--- config.mk ---
export PLATFORM = sky130hd
export DESIGN_NAME = mon_entry_top
export DESIGN_NICKNAME = d
export VERILOG_FILES = /design/src/rtl/mon_entry_pkg.sv /design/src/rtl/mon_entry_ctrl.sv /design/src/rtl/mon_entry_dp.sv /design/src/rtl/mon_entry_top.sv
export SDC_FILE = /design/constraint.sdc
export NUM_CORES = 1
export LEC_CHECK = 0
export BUFFER_PORTS_ARGS = -buffer_cell sky130_fd_sc_hd__buf_2
export CAP_MARGIN = 20
export CORE_MARGIN = 4
export CORE_UTILIZATION = 35
export DETAILED_ROUTE_END_ITERATION = 6
export PLACE_DENSITY = 0.7
export RECOVER_POWER = 100
export SYNTH_ARGS = -nofsm -noshare
export SYNTH_HDL_FRONTEND = slang
export SYNTH_SLANG_ARGS = --single-unit
--- constraint.sdc ---
create_clock -name clk -period 2.1 [get_ports clk]
set_input_delay 0.525 -clock clk [delete_from_list [all_inputs] [get_ports clk]]
set_output_delay 0.525 -clock clk [all_outputs]
set_load 0.05 [all_outputs]
--- src/rtl/mon_entry_pkg.sv ---
package mon_entry_pkg;
  typedef enum logic [1:0] {
    MODE_NONE  = 2'd0,
    MODE_HV    = 2'd1,
    MODE_BLANK = 2'd2
  } entryMode_t;

  localparam logic [1:0] DIV_BYPASS = 2'b01;
  localparam logic [1:0] DIV_FOUR   = 2'b10;

  typedef struct packed {
    logic capture;
    logic monGo;
    logic pulseOn;
  } ctlStrobe_t;
endpackage

--- src/rtl/mon_entry_ctrl.sv ---
module mon_entry_ctrl
  import mon_entry_pkg::*;
#(
  parameter int EXTRA_CYC = 16
) (
  input  logic       clk,
  input  logic       rstPor,
  input  logic       rstPinN,
  input  logic       vecBlank,
  output ctlStrobe_t strobe
);
  localparam int CNT_W = $clog2(EXTRA_CYC + 1);
  localparam logic [CNT_W-1:0] CNT_LOAD = CNT_W'(EXTRA_CYC - 1);

  typedef enum logic [1:0] {ST_WAIT, ST_PULSE, ST_DONE} phase_t;

  phase_t           phase;
  logic [CNT_W-1:0] cnt;

  always_ff @(posedge clk) begin
    if (rstPor) begin
      phase <= ST_WAIT;
      cnt   <= '0;
    end else begin
      case (phase)
        ST_WAIT: if (rstPinN) begin
          phase <= vecBlank ? ST_PULSE : ST_DONE;
          cnt   <= CNT_LOAD;
        end
        ST_PULSE: if (cnt == '0) phase <= ST_DONE;
                  else cnt <= cnt - 1'b1;
        default: phase <= ST_DONE;
      endcase
    end
  end

  always_comb begin
    strobe.capture = (phase == ST_WAIT) && rstPinN;
    strobe.pulseOn = (phase == ST_PULSE);
    strobe.monGo   = (strobe.capture && !vecBlank) ||
                     ((phase == ST_PULSE) && (cnt == '0));
  end

  // Independent run-length counter for the pulse check
  logic [CNT_W:0] runLen;
  always_ff @(posedge clk) begin
    if (rstPor) runLen <= '0;
    else        runLen <= strobe.pulseOn ? runLen + 1'b1 : '0;
  end

  assert_pulse_start_R5: assert property (@(posedge clk) disable iff (rstPor)
    (strobe.pulseOn && !$past(strobe.pulseOn)) |-> ($past(strobe.capture) && $past(vecBlank)));

  assert_pulse_len_R5: assert property (@(posedge clk) disable iff (rstPor)
    (!strobe.pulseOn && $past(strobe.pulseOn)) |-> (runLen == (CNT_W+1)'(EXTRA_CYC)));
endmodule

--- src/rtl/mon_entry_dp.sv ---
module mon_entry_dp
  import mon_entry_pkg::*;
#(
  parameter int VEC_W = 8
) (
  input  logic             clk,
  input  logic             rstPor,
  input  ctlStrobe_t       strobe,
  input  logic [VEC_W-1:0] vecHi,
  input  logic [VEC_W-1:0] vecLo,
  input  logic             irqHv,
  input  logic             rstHv,
  input  logic             irqLvl,
  input  logic             selPin,
  output logic             vecBlank,
  output logic             monFlag,
  output logic [1:0]       divSel,
  output logic             pllReq,
  output logic             wdDis,
  output logic             extraRst
);
  entryMode_t modeQ, nextMode;
  logic [1:0] divQ, nextDiv;
  logic       pllQ, nextPll, monQ, seenQ, wdQ, wdNext;

  assign vecBlank = (&vecHi) && (&vecLo);

  always_comb begin
    nextMode = MODE_NONE;
    nextDiv  = DIV_FOUR;
    nextPll  = 1'b0;
    if (vecBlank) begin
      nextMode = MODE_BLANK;
      nextPll  = !irqLvl;
    end else if (irqHv) begin
      nextMode = MODE_HV;
      nextDiv  = selPin ? DIV_FOUR : DIV_BYPASS;
    end
  end

  assign wdNext = (modeQ == MODE_BLANK) ||
                  ((modeQ == MODE_HV) && (irqHv || rstHv || seenQ));

  always_ff @(posedge clk) begin
    if (rstPor) begin
      modeQ <= MODE_NONE;
      divQ  <= DIV_FOUR;
      pllQ  <= 1'b0;
      monQ  <= 1'b0;
      seenQ <= 1'b0;
      wdQ   <= 1'b0;
    end else begin
      if (strobe.capture) begin
        modeQ <= nextMode;
        divQ  <= nextDiv;
        pllQ  <= nextPll;
      end
      if (strobe.monGo)
        monQ <= strobe.capture ? (nextMode != MODE_NONE) : (modeQ != MODE_NONE);
      seenQ <= seenQ || ((modeQ == MODE_HV) && rstHv);
      wdQ   <= wdNext;
    end
  end

  assign monFlag  = monQ;
  assign divSel   = divQ;
  assign pllReq   = pllQ;
  assign wdDis    = wdQ;
  assign extraRst = strobe.pulseOn;

  assert_hold_R10: assert property (@(posedge clk) disable iff (rstPor)
    !strobe.capture |=> ($stable(modeQ) && $stable(divQ) && $stable(pllQ)));

  assert_blank_wd_R7: assert property (@(posedge clk) disable iff (rstPor)
    (modeQ == MODE_BLANK && monQ) |-> wdQ);

  assert_pll_src_R4: assert property (@(posedge clk) disable iff (rstPor)
    pllQ |-> (modeQ == MODE_BLANK && divQ == DIV_FOUR));

  assert_mon_rise_R6: assert property (@(posedge clk) disable iff (rstPor)
    (monQ && !$past(monQ)) |-> ($past(strobe.capture) || $past(strobe.pulseOn)));

  assert_seen_sticky_R9: assert property (@(posedge clk) disable iff (rstPor)
    seenQ |=> wdQ);
endmodule

--- src/rtl/mon_entry_top.sv ---
module mon_entry_top #(
  parameter int VEC_W     = 8,
  parameter int EXTRA_CYC = 16
) (
  input  logic             clk,
  input  logic             rstPor,
  input  logic             rstPinN,
  input  logic             irqHv,
  input  logic             rstHv,
  input  logic             irqLvl,
  input  logic             selPin,
  input  logic [VEC_W-1:0] vecHi,
  input  logic [VEC_W-1:0] vecLo,
  output logic             monFlag,
  output logic [1:0]       divSel,
  output logic             pllReq,
  output logic             wdDis,
  output logic             extraRst
);
  mon_entry_pkg::ctlStrobe_t strobe;
  logic vecBlank;

  mon_entry_ctrl #(.EXTRA_CYC(EXTRA_CYC)) u_ctrl (
    .clk(clk), .rstPor(rstPor), .rstPinN(rstPinN),
    .vecBlank(vecBlank), .strobe(strobe)
  );

  mon_entry_dp #(.VEC_W(VEC_W)) u_dp (
    .clk(clk), .rstPor(rstPor), .strobe(strobe),
    .vecHi(vecHi), .vecLo(vecLo), .irqHv(irqHv), .rstHv(rstHv),
    .irqLvl(irqLvl), .selPin(selPin), .vecBlank(vecBlank),
    .monFlag(monFlag), .divSel(divSel), .pllReq(pllReq),
    .wdDis(wdDis), .extraRst(extraRst)
  );
endmodule

==> results of run 1 <==
## worst max-delay path, delay by kind of cell, from the launching register on
family                 cells  cell delay [ps]
flip-flops                 1              450
buffers and inverters      2              450
AND/OR/NAND/NOR            1              160
## power by group through the flow
stage | sequential, uW | combinational (uW) | clock [uW]
after floorplan | 326 | 48.1 | 0
after global placement | 316 | 95.8 | 0
after detailed placement | 316 | 99.0 | 0
after CTS | 310 | 99.8 | 182
after global routing | 313 | 107 | 190
final | 310 | 95.9 | 172
## cells by family (layout without fill, tap and decap cells)
family / after synthesis / in the layout / synth area share
buffers and inverters: 7 / 37 / 0.0403
adders and majority gates: 1 / 1 / 0.0183
muxes: 1 / 1 / 0.0147
DFF: 15 / 15 / 0.440
xor gates and xnor gates: 1 / 1 / 0.0128
AOI/OAI and AO/OA: 18 / 18 / 0.187
and+or+nand+nor: 38 / 38 / 0.288
## worst min-delay path by stage
stage,start,to,slack [ps],depth (start not counted)
after global routing,irqLvl,u_dp.pllReq$_SDFFE_PP0P_,510,3
after detailed placement,u_dp.pllReq$_SDFFE_PP0P_,u_dp.pllReq$_SDFFE_PP0P_,460,2
after CTS,irqLvl,u_dp.pllReq$_SDFFE_PP0P_,470,3
after global placement,u_dp.pllReq$_SDFFE_PP0P_,u_dp.pllReq$_SDFFE_PP0P_,450,2
final,irqLvl,u_dp.pllReq$_SDFFE_PP0P_,480,3
after floorplan,u_dp.seenQ$_SDFF_PP0_,u_dp.seenQ$_SDFF_PP0_,440,2
## cells in the final DEF (no fill, tap or decap), types with 3 or more instances in the layout
cell / instances
buf_2: 21
nor2_1: 13
clkbuf_1: 7
a311oi_1: 3
dfxtp_1: 15
nand4_1: 4
nor2b_1: 3
a21oi_1: 6
nand2_1: 6
inv_1: 3
clkbuf_4: 3
## flip-flops by register name (all words and copies together), names as in the netlist
| name | flops |
|---|---|
| u_ctrl.cnt | 5 |
| u_ctrl.phase | 2 |
| u_dp.divSel | 2 |
| u_dp.modeQ | 2 |
| u_dp.monFlag | 1 |
| u_dp.pllReq | 1 |
| u_dp.seenQ | 1 |
| u_dp.wdDis | 1 |
## cells in the mapped netlist
master | number | area share
a211oi_1 | 2 | 0.022
a21oi_1 | 6 | 0.044
a221oi_1 | 2 | 0.026
a311oi_1 | 3 | 0.038
a31oi_1 | 2 | 0.018
a32oi_1 | 1 | 0.013
a41o_1 | 1 | 0.015
and3_1 | 1 | 0.0092
buf_2 | 1 | 0.0073
clkbuf_1 | 3 | 0.016
dfxtp_1 | 15 | 0.44
ha_1 | 1 | 0.018
inv_1 | 3 | 0.016
mux2i_1 | 1 | 0.015
nand2_1 | 6 | 0.033
nand3_1 | 2 | 0.015
nand4_1 | 4 | 0.037
nor2_1 | 13 | 0.071
nor2b_1 | 3 | 0.027
nor3_1 | 2 | 0.015
nor3b_1 | 1 | 0.011
nor4b_1 | 1 | 0.013
o21bai_1 | 1 | 0.011
or2_1 | 1 | 0.0092
or3_1 | 1 | 0.0092
or3b_1 | 1 | 0.013
or4_1 | 1 | 0.011
or4b_1 | 1 | 0.015
xor2_1 | 1 | 0.013
## area by class of cell
type / count / area [sq um] / area share
Sequential cell: 15 / 300 / 0.345
Timing Repair Buffer: 30 / 144 / 0.165
Clock inverter: 1 / 5.00 / 0.00576
Tap cell: 25 / 31.3 / 0.0360
Multi-Input combinational cell: 59 / 355 / 0.409
Inverter: 3 / 11.3 / 0.0129
Clock buffer: 3 / 22.5 / 0.0259
## routing by layer
layer,GRT usage,part of all wire,up-vias
li1,-,-,359
met1,0.176,0.48,321
met2,0.211,0.43,33
met3,0.0399,0.092,0
met4,0.0638,0,0
met5,0,0,-
## stage by stage
step	worst slack [ps]	hold slack (ps)	instance area, sq um
floorplan	382	438	683
global route	129	506	870
finish	236	483	870
detailed placement	206	456	853
CTS	248	467	881
global placement	240	447	853
==> out/qor.csv, run 1 <==
stage,metric,value,unit
placed_design,IO Port Bufs,28,
clock_network,clk buf depth,2,
synth,Synth cell types,29,
sta,Slew headroom,0.606,
floorplan,row count,15,
clock_network,cts repair resizes,0,
synth,post-synth design cell area,683,sq um
floorplan,Die Ht,52.2,um
sta,Final Hold Vio Count,0,
final_layout,Ant. Diodes,0,
global_routing,first-pass GRT wire length,2.84,mm
worst_setup_path,type of origin of the critical path,register,
clock_network,Post-CTS Setup Bufs,0,
sta,Peak Freq,537,MHz
power_and_ir_drop,P_int,409,uW
sta,Final period util,0.888,
worst_setup_path,R2R depth,7,
route,# DRC,0,
placed_design,HPWL after DPL,1.24,mm
final_layout,nets@finish,136,
worst_setup_path,Crit path largest cell delay,450,ps
final_layout,layout cells sized above 1,0.243,
outcome,outcome,"finished, final reports clean",
clock_network,Sink Count,15,
hold_path,Hold WC Path Type,in -> reg,
clock_network,CTS root buf,clkbuf_4,
floorplan,Core Box Area,1780,sq um
worst_setup_path,Worst setup EP type,output port,
worst_setup_path,CP arrival,1340,ps
global_routing,Tot GR Track Use,0.138,
worst_setup_path,WP data required,1570,ps
global_routing,pin count of the biggest net entering global routing,16,
synth,Syn Nets,105,
power_and_ir_drop,Pleak,0.000354,uW
power_and_ir_drop,Net Sw Frac,0.291,
global_routing,initial antenna violation count,0,
worst_setup_path,CP Capture Point,extraRst,
clock_network,total CTS buffers,3,
placed_design,gpl congestion,0.796,
placed_design,Post-Place Cells,132,
worst_setup_path,Worst R2R Start,u_ctrl.cnt[0]$_SDFFE_PP0P_,
floorplan,die area,2720,sq um
sta,Setup Viol. Count Final,0,
floorplan,Initial Utilization,0.383,
worst_setup_path,Worst R2R End,u_ctrl.cnt[1]$_SDFFE_PP0P_,
worst_setup_path,worst-path fanout max,8,
worst_setup_path,"Max stage delay cell, worst path",dfxtp_1,
route,drt total wl,1.67,mm
synth,flip-flop and latch count after synthesis,15,
sta,Max Slew Vio Count,0,
clock_network,TritonCTS clock tree,built,
worst_setup_path,CP cell instances,nor2b_1 -> buf_4 -> clkbuf_2,
clock_network,worst skew pair latency,290,ps
sta,worst slew pin tran,593,ps
route,Detail Route Antenna Nets,0,
synth,synthesized instance count,81,
global_routing,total gr overflow,0,
final_layout,Layout area overhead,27.3,%
sta,RSZ-0062 raised after global routing,false,
power_and_ir_drop,Reg power frac,0.537,
floorplan,DIE WIDTH,52.2,um
route,via density per instance,5.24,
route,vias,713,
route,DRT Pass-1 Iters,4,
final_layout,final core occ,0.488,
worst_setup_path,Critical Setup Path Class,reg -> out,
sta,TNS Setup,0,ps
clock_network,hold-fix buffers at CTS,0,
power_and_ir_drop,P per Cell Area,664,nW/um^2
floorplan,Boundary Pins,29,
worst_setup_path,reg-to-reg setup timing slack,380,ps
synth,sequential area share after synthesis,0.440,
worst_setup_path,crit path launch,u_ctrl.phase[0]$_SDFFE_PP0P_,
job,Max-cap violations,0,
synth,Post-Syn Area per Cell,8.43,sq um
power_and_ir_drop,Total Power,577,uW
power_and_ir_drop,Max VDD drop,415,uV
power_and_ir_drop,NetSw,168,uW
final_layout,"non-filler cells, final",136,
clock_network,"Reg clk slew, reported paths",100,ps
power_and_ir_drop,Clk pwr share,0.297,
route,DR WL/cell,12.3,um
global_routing,vias in the first global route,676,
sta,Tmin final,1860,ps
route,Initial DRC Count,8,
sta,Fin Clk Skew,13.2,ps
final_layout,Filler cells,183,
clock_network,H-tree levels,1,
synth,Ys Warns,0,
power_and_ir_drop,Comb power frac,0.166,
No activity file was read; power rests on OpenSTA's default activity.
==> inputs of run 2 (changes only) <==
- CORE_UTILIZATION: 35 -> 41
- CTS_BUF_LIST: not set -> sky130_fd_sc_hd__clkbuf_16
- PLACE_DENSITY: 0.7 -> 0.78
==> run 2 against run 1 <==
Against the previous run:
- combinational power fell by 1%
- sequential power barely moved
- critical path depth did not move
- maximum frequency rose by 4.4%
- sequential cell count did not move
- utilization rose by 10 points
- clock-buffer cell count did not move
- via count rose by 1.1%
- design area rose by 4.7%
==> out/qor.csv, run 2 (same netlist as run 1, synthesis figures left out) <==
stage,metric,value,unit
placed_design,gpl congestion,0.796,
worst_setup_path,Top delay family on crit path,buffers and inverters,
final_layout,layout cells sized above 1,0.243,
power_and_ir_drop,Pleak,0.000377,uW
route,vias,721,
final_layout,Layout area overhead,33.3,%
final_layout,max reg flops,5,
floorplan,Die Ht,48.8,um
global_routing,initial antenna violation count,0,
worst_setup_path,CP cell instances,nor2b_1 -> buf_4 -> clkbuf_2,
placed_design,HPWL after DPL,1.22,mm
final_layout,FF/Latch Area,300,sq um
clock_network,total CTS buffers,3,
sta,Final Hold Vio Count,0,
floorplan,Boundary Pins,29,
worst_setup_path,CP arrival,1260,ps
sta,Slew headroom,0.589,
route,drt total wl,1.60,mm
final_layout,Filler cells,147,
placed_design,DP Area,842,sq um
route,Detail Route Antenna Nets,0,
sta,Setup Viol. Count Final,0,
final_layout,final non-filler cell area,911,sq um
sta,Max Slew Vio Count,0,
clock_network,H-tree levels,1,
power_and_ir_drop,Max VDD drop,481,uV
clock_network,TritonCTS clock tree,built,
final_layout,footprint of the multi-input gates,355,sq um
floorplan,Core Box Area,1540,sq um
outcome,outcome,"finished, final reports clean",
sta,RSZ-0062 raised after global routing,false,
worst_setup_path,Crit path largest cell delay,420,ps
sta,Tmin final,1790,ps
route,DRT Pass-1 Iters,4,
worst_setup_path,WP buf/inv,2,
hold_path,Hold WC Path Type,reg -> reg,
global_routing,vias in the first global route,641,
route,DR WL/cell,12.6,um
floorplan,Initial Utilization,0.443,
final_layout,largest reg by FF count,u_ctrl.cnt,
floorplan,die area,2380,sq um
worst_setup_path,worst-path fanout max,8,
sta,TNS Setup,0,ps
worst_setup_path,R2R depth,7,
clock_network,CTS root buf,clkbuf_16,
final_layout,final core occ,0.591,
clock_network,Sink Count,15,
global_routing,Tot GR Track Use,0.145,
job,Max-cap violations,0,
worst_setup_path,total number of cells along the worst setup path,3,
route,Initial DRC Count,11,
global_routing,pin count of the biggest net entering global routing,16,
route,# DRC,0,
global_routing,first-pass GRT wire length,2.73,mm
placed_design,IO Port Bufs,28,
power_and_ir_drop,P per Cell Area,846,nW/um^2
route,via density per instance,5.68,
sta,worst slew pin tran,619,ps
clock_network,clk buf depth,2,
final_layout,"commonest non-fill, non-tap cell in the layout",buf_2,
sta,Peak Freq,560,MHz
global_routing,total gr overflow,0,
clock_network,"Reg clk slew, reported paths",50,ps
hold_path,Min-Delay Path Depth,2,
clock_network,worst skew pair latency,240,ps
worst_setup_path,Worst setup EP type,output port,
worst_setup_path,"Max stage delay cell, worst path",dfxtp_1,
worst_setup_path,WP data required,1570,ps
worst_setup_path,type of origin of the critical path,register,
floorplan,DIE WIDTH,48.8,um
clock_network,cts repair resizes,0,
final_layout,"commonest cells after routing, fill and taps aside","buf_2 (21), dfxtp_1 (15), nor2_1 (13), clkbuf_1 (7)",
final_layout,nets@finish,136,
floorplan,row count,14,
sta,Fin Clk Skew,1.42,ps
sta,Final period util,0.850,
final_layout,Ant. Diodes,0,
worst_setup_path,Critical Setup Path Class,reg -> out,
clock_network,hold-fix buffers at CTS,0,
clock_network,Post-CTS Setup Bufs,0,
-- run 2: cell count changes in the layout (fill, tap and decap cells not counted) --
| cell | previous run | this run |
|---|---|---|
| clkbuf_4 | 3 | 0 |
| clkbuf_16 | 0 | 3 |
-- run 2: through the flow --
step	power (uW)	hold WS [ps]	worst slack, ps	cells
floorplan	374	438	382	81
global placement	411	447	244	123
detailed placement	414	451	226	123
CTS	782	459	326	127
global route	808	496	236	127
finish	771	458	315	127
-- run 2: worst register-to-register path, stage by stage (launching register included) --
cell and delay, ps:
dfxtp_1 350, inv_1 70, ha_1 250, nor4b_1 170, clkbuf_1 140, a211oi_1 340, nor2_1 70, a311oi_1 270
-- run 2: report_power, final --
group	internal, uW	switching, uW	leakage, uW
logic	40.7	54.1	0.000213
registers	299	12.3	0.000123
clock network	254	111	0.0000409
-- run 2: path summary, 6_finish.rpt --
check                          startpoint                    endpoint  slack [ps]
max          u_ctrl.phase[0]$_SDFFE_PP0P_                    extraRst         310
min              u_dp.pllReq$_SDFFE_PP0P_    u_dp.pllReq$_SDFFE_PP0P_         460
max reg2reg    u_ctrl.cnt[0]$_SDFFE_PP0P_  u_ctrl.cnt[1]$_SDFFE_PP0P_         350
min reg2reg      u_dp.pllReq$_SDFFE_PP0P_    u_dp.pllReq$_SDFFE_PP0P_         460
-- run 2: area by class of cell --
type / instances / area share
Multi-Input combinational cell: 59 / 0.390
Sequential cell: 15 / 0.330
Timing Repair Buffer: 30 / 0.158
Clock buffer: 3 / 0.0824
Tap cell: 16 / 0.0220
Inverter: 3 / 0.0124
Clock inverter: 1 / 0.00549
-- run 2: metal layers --
metal	track usage	part of all wire	vias to the layer above
met5	0	0	-
met4	0.0673	0.012	0
met3	0.0734	0.099	4
met2	0.226	0.48	31
met1	0.163	0.41	327
li1	-	-	359
==> inputs of run 3 (changes only) <==
- CAP_MARGIN: 20 -> 10
- CELL_PAD_IN_SITES_DETAIL_PLACEMENT: not set -> 0
- CELL_PAD_IN_SITES_GLOBAL_PLACEMENT: not set -> 2
- CORE_UTILIZATION: 41 -> 24
- PLACE_DENSITY: 0.78 -> 0.82
==> run 3 against run 2 <==
Against the previous run:
- die area increased by 58%
- combinational power grew 2%
- cell count grew 12%
- clock power grew 6.0%
- register-to-register slack gained 20 ps
- wire length rose by 10%
- critical path depth fell by 1
- maximum frequency shrank 4.5%
- hold slack better by 1.5 ps
- sequential cell count unchanged
- first-iteration DRC count grew to 2.9 times the previous value
- critical endpoint unchanged
- largest cell class unchanged
==> out/qor.csv, run 3 (same netlist as run 1, synthesis figures left out) <==
stage,metric,value,unit
final_layout,Layout area overhead,36.3,%
floorplan,Core Box Area,2730,sq um
clock_network,CTS root buf,clkbuf_16,
route,vias,717,
clock_network,total CTS buffers,3,
global_routing,total gr overflow,0,
final_layout,"non-filler cells, final",142,
power_and_ir_drop,Max VDD drop,627,uV
clock_network,cts repair resizes,0,
hold_path,Hold WC Path Type,reg -> reg,
worst_setup_path,Worst R2R Start,u_ctrl.cnt[0]$_SDFFE_PP0P_,
sta,Peak Freq,535,MHz
sta,Max Slew Vio Count,0,
final_layout,nets@finish,136,
floorplan,Initial Utilization,0.250,
clock_network,hold-fix buffers at CTS,0,
final_layout,layout cells sized above 1,0.234,
sta,RSZ-0062 raised after global routing,false,
worst_setup_path,type of origin of the critical path,register,
final_layout,Ant. Diodes,0,
clock_network,H-tree levels,1,
power_and_ir_drop,P per Cell Area,852,nW/um^2
sta,worst slew pin tran,599,ps
global_routing,initial antenna violation count,0,
final_layout,max reg flops,5,
worst_setup_path,CP arrival,1340,ps
power_and_ir_drop,Clk pwr share,0.487,
route,Detail Route Antenna Nets,0,
sta,Final Hold Vio Count,0,
placed_design,HPWL after DPL,1.32,mm
final_layout,Filler cells,290,
clock_network,TritonCTS clock tree,built,
route,Initial DRC Count,32,
floorplan,die area,3760,sq um
power_and_ir_drop,P_int,596,uW
route,# DRC,0,
power_and_ir_drop,Comb power frac,0.122,
clock_network,"Reg clk slew, reported paths",50,ps
sta,Fin Clk Skew,4.27,ps
placed_design,IO Port Bufs,28,
worst_setup_path,reg-to-reg setup timing slack,370,ps
global_routing,Tot GR Track Use,0.0978,
floorplan,row count,19,
sta,Setup Viol. Count Final,0,
sta,Final period util,0.890,
route,DR WL/cell,12.4,um
placed_design,gpl congestion,0.771,
final_layout,"commonest non-fill, non-tap cell in the layout",buf_2,
worst_setup_path,CP Capture Point,extraRst,
sta,TNS Setup,0,ps
route,drt total wl,1.76,mm
final_layout,largest reg by FF count,u_ctrl.cnt,
power_and_ir_drop,Pleak,0.000370,uW
global_routing,first-pass GRT wire length,2.73,mm
job,Max-cap violations,0,
placed_design,Post-Place Cells,138,
power_and_ir_drop,Reg power frac,0.391,
floorplan,Boundary Pins,29,
final_layout,"commonest cells after routing, fill and taps aside","buf_2 (21), dfxtp_1 (15), nor2_1 (13), clkbuf_1 (8)",
clock_network,worst skew pair latency,250,ps
worst_setup_path,R2R depth,7,
power_and_ir_drop,NetSw,197,uW
worst_setup_path,crit path launch,u_ctrl.phase[0]$_SDFFE_PP0P_,
clock_network,Post-CTS Setup Bufs,0,
worst_setup_path,Critical Setup Path Class,reg -> out,
route,via density per instance,5.05,
worst_setup_path,WP data required,1570,ps
floorplan,DIE WIDTH,61.4,um
sta,Tmin final,1870,ps
clock_network,clk buf depth,2,
global_routing,pin count of the biggest net entering global routing,16,
global_routing,vias in the first global route,627,
clock_network,Sink Count,15,
floorplan,Die Ht,61.4,um
worst_setup_path,Worst setup EP type,output port,
outcome,outcome,"finished, final reports clean",
sta,Slew headroom,0.603,
power_and_ir_drop,Net Sw Frac,0.249,
worst_setup_path,worst-path fanout max,7,
worst_setup_path,Worst R2R End,u_ctrl.cnt[1]$_SDFFE_PP0P_,
route,DRT Pass-1 Iters,4,
final_layout,final core occ,0.341,
[run 3: cell count changes in the layout (fill, tap and decap cells not counted), sizes merged]
cell      change
clkinv        -1
clkinvlp      +1
[run 3: stage by stage]
stage | cell area, sq um | total power (uW) | hold WS [ps] | setup WS, ps
4_1_cts | 943 | 808 | 459 | 360
3_3_place_gp | 861 | 415 | 447 | 223
2_1_floorplan | 683 | 374 | 438 | 382
5_1_grt | 931 | 829 | 481 | 144
6_report | 931 | 793 | 460 | 230
3_5_place_dp | 861 | 416 | 453 | 181
[run 3: per-layer routing]
layer  vias up  routed length (um)  track usage
met5         -                   0            0
met4         0                  10       0.0364
met3         2                 120       0.0252
met2        27                 804        0.160
met1       330                 824        0.124
li1        358                   -            -
[run 3: worst min-delay path by stage]
stage	from	end	slack, ps	depth (start not counted)
finish	u_dp.pllReq$_SDFFE_PP0P_	u_dp.pllReq$_SDFFE_PP0P_	460	2
global route	u_dp.pllReq$_SDFFE_PP0P_	u_dp.pllReq$_SDFFE_PP0P_	480	2
floorplan	u_dp.seenQ$_SDFF_PP0_	u_dp.seenQ$_SDFF_PP0_	440	2
CTS	u_dp.pllReq$_SDFFE_PP0P_	u_dp.pllReq$_SDFFE_PP0P_	460	2
detailed placement	u_dp.pllReq$_SDFFE_PP0P_	u_dp.pllReq$_SDFFE_PP0P_	450	2
global placement	u_dp.pllReq$_SDFFE_PP0P_	u_dp.pllReq$_SDFFE_PP0P_	450	2
[run 3: critical path, stage by stage (launching register included)]
cell and delay, ps:
dfxtp_1 410, nor2b_1 200, clkbuf_1 490
[run 3: area by class of cell]
cell class	instances	area, sq um	area share
Inverter	3	11.3	0.0121
Clock buffer	3	75.1	0.0806
Timing Repair Buffer	30	143	0.153
Tap cell	31	38.8	0.0417
Clock inverter	1	7.51	0.00806
Multi-Input combinational cell	59	355	0.382
Sequential cell	15	300	0.323
[run 3: power groups by stage]
| stage | Sequential [uW] | Combinational [uW] | Clock [uW] |
|---|---|---|---|
| after floorplan | 326 | 48.1 | 0 |
| after global placement | 316 | 98.9 | 0 |
| after detailed placement | 316 | 100 | 0 |
| after CTS | 310 | 101 | 397 |
| after global routing | 312 | 107 | 409 |
| final | 310 | 96.6 | 387 |
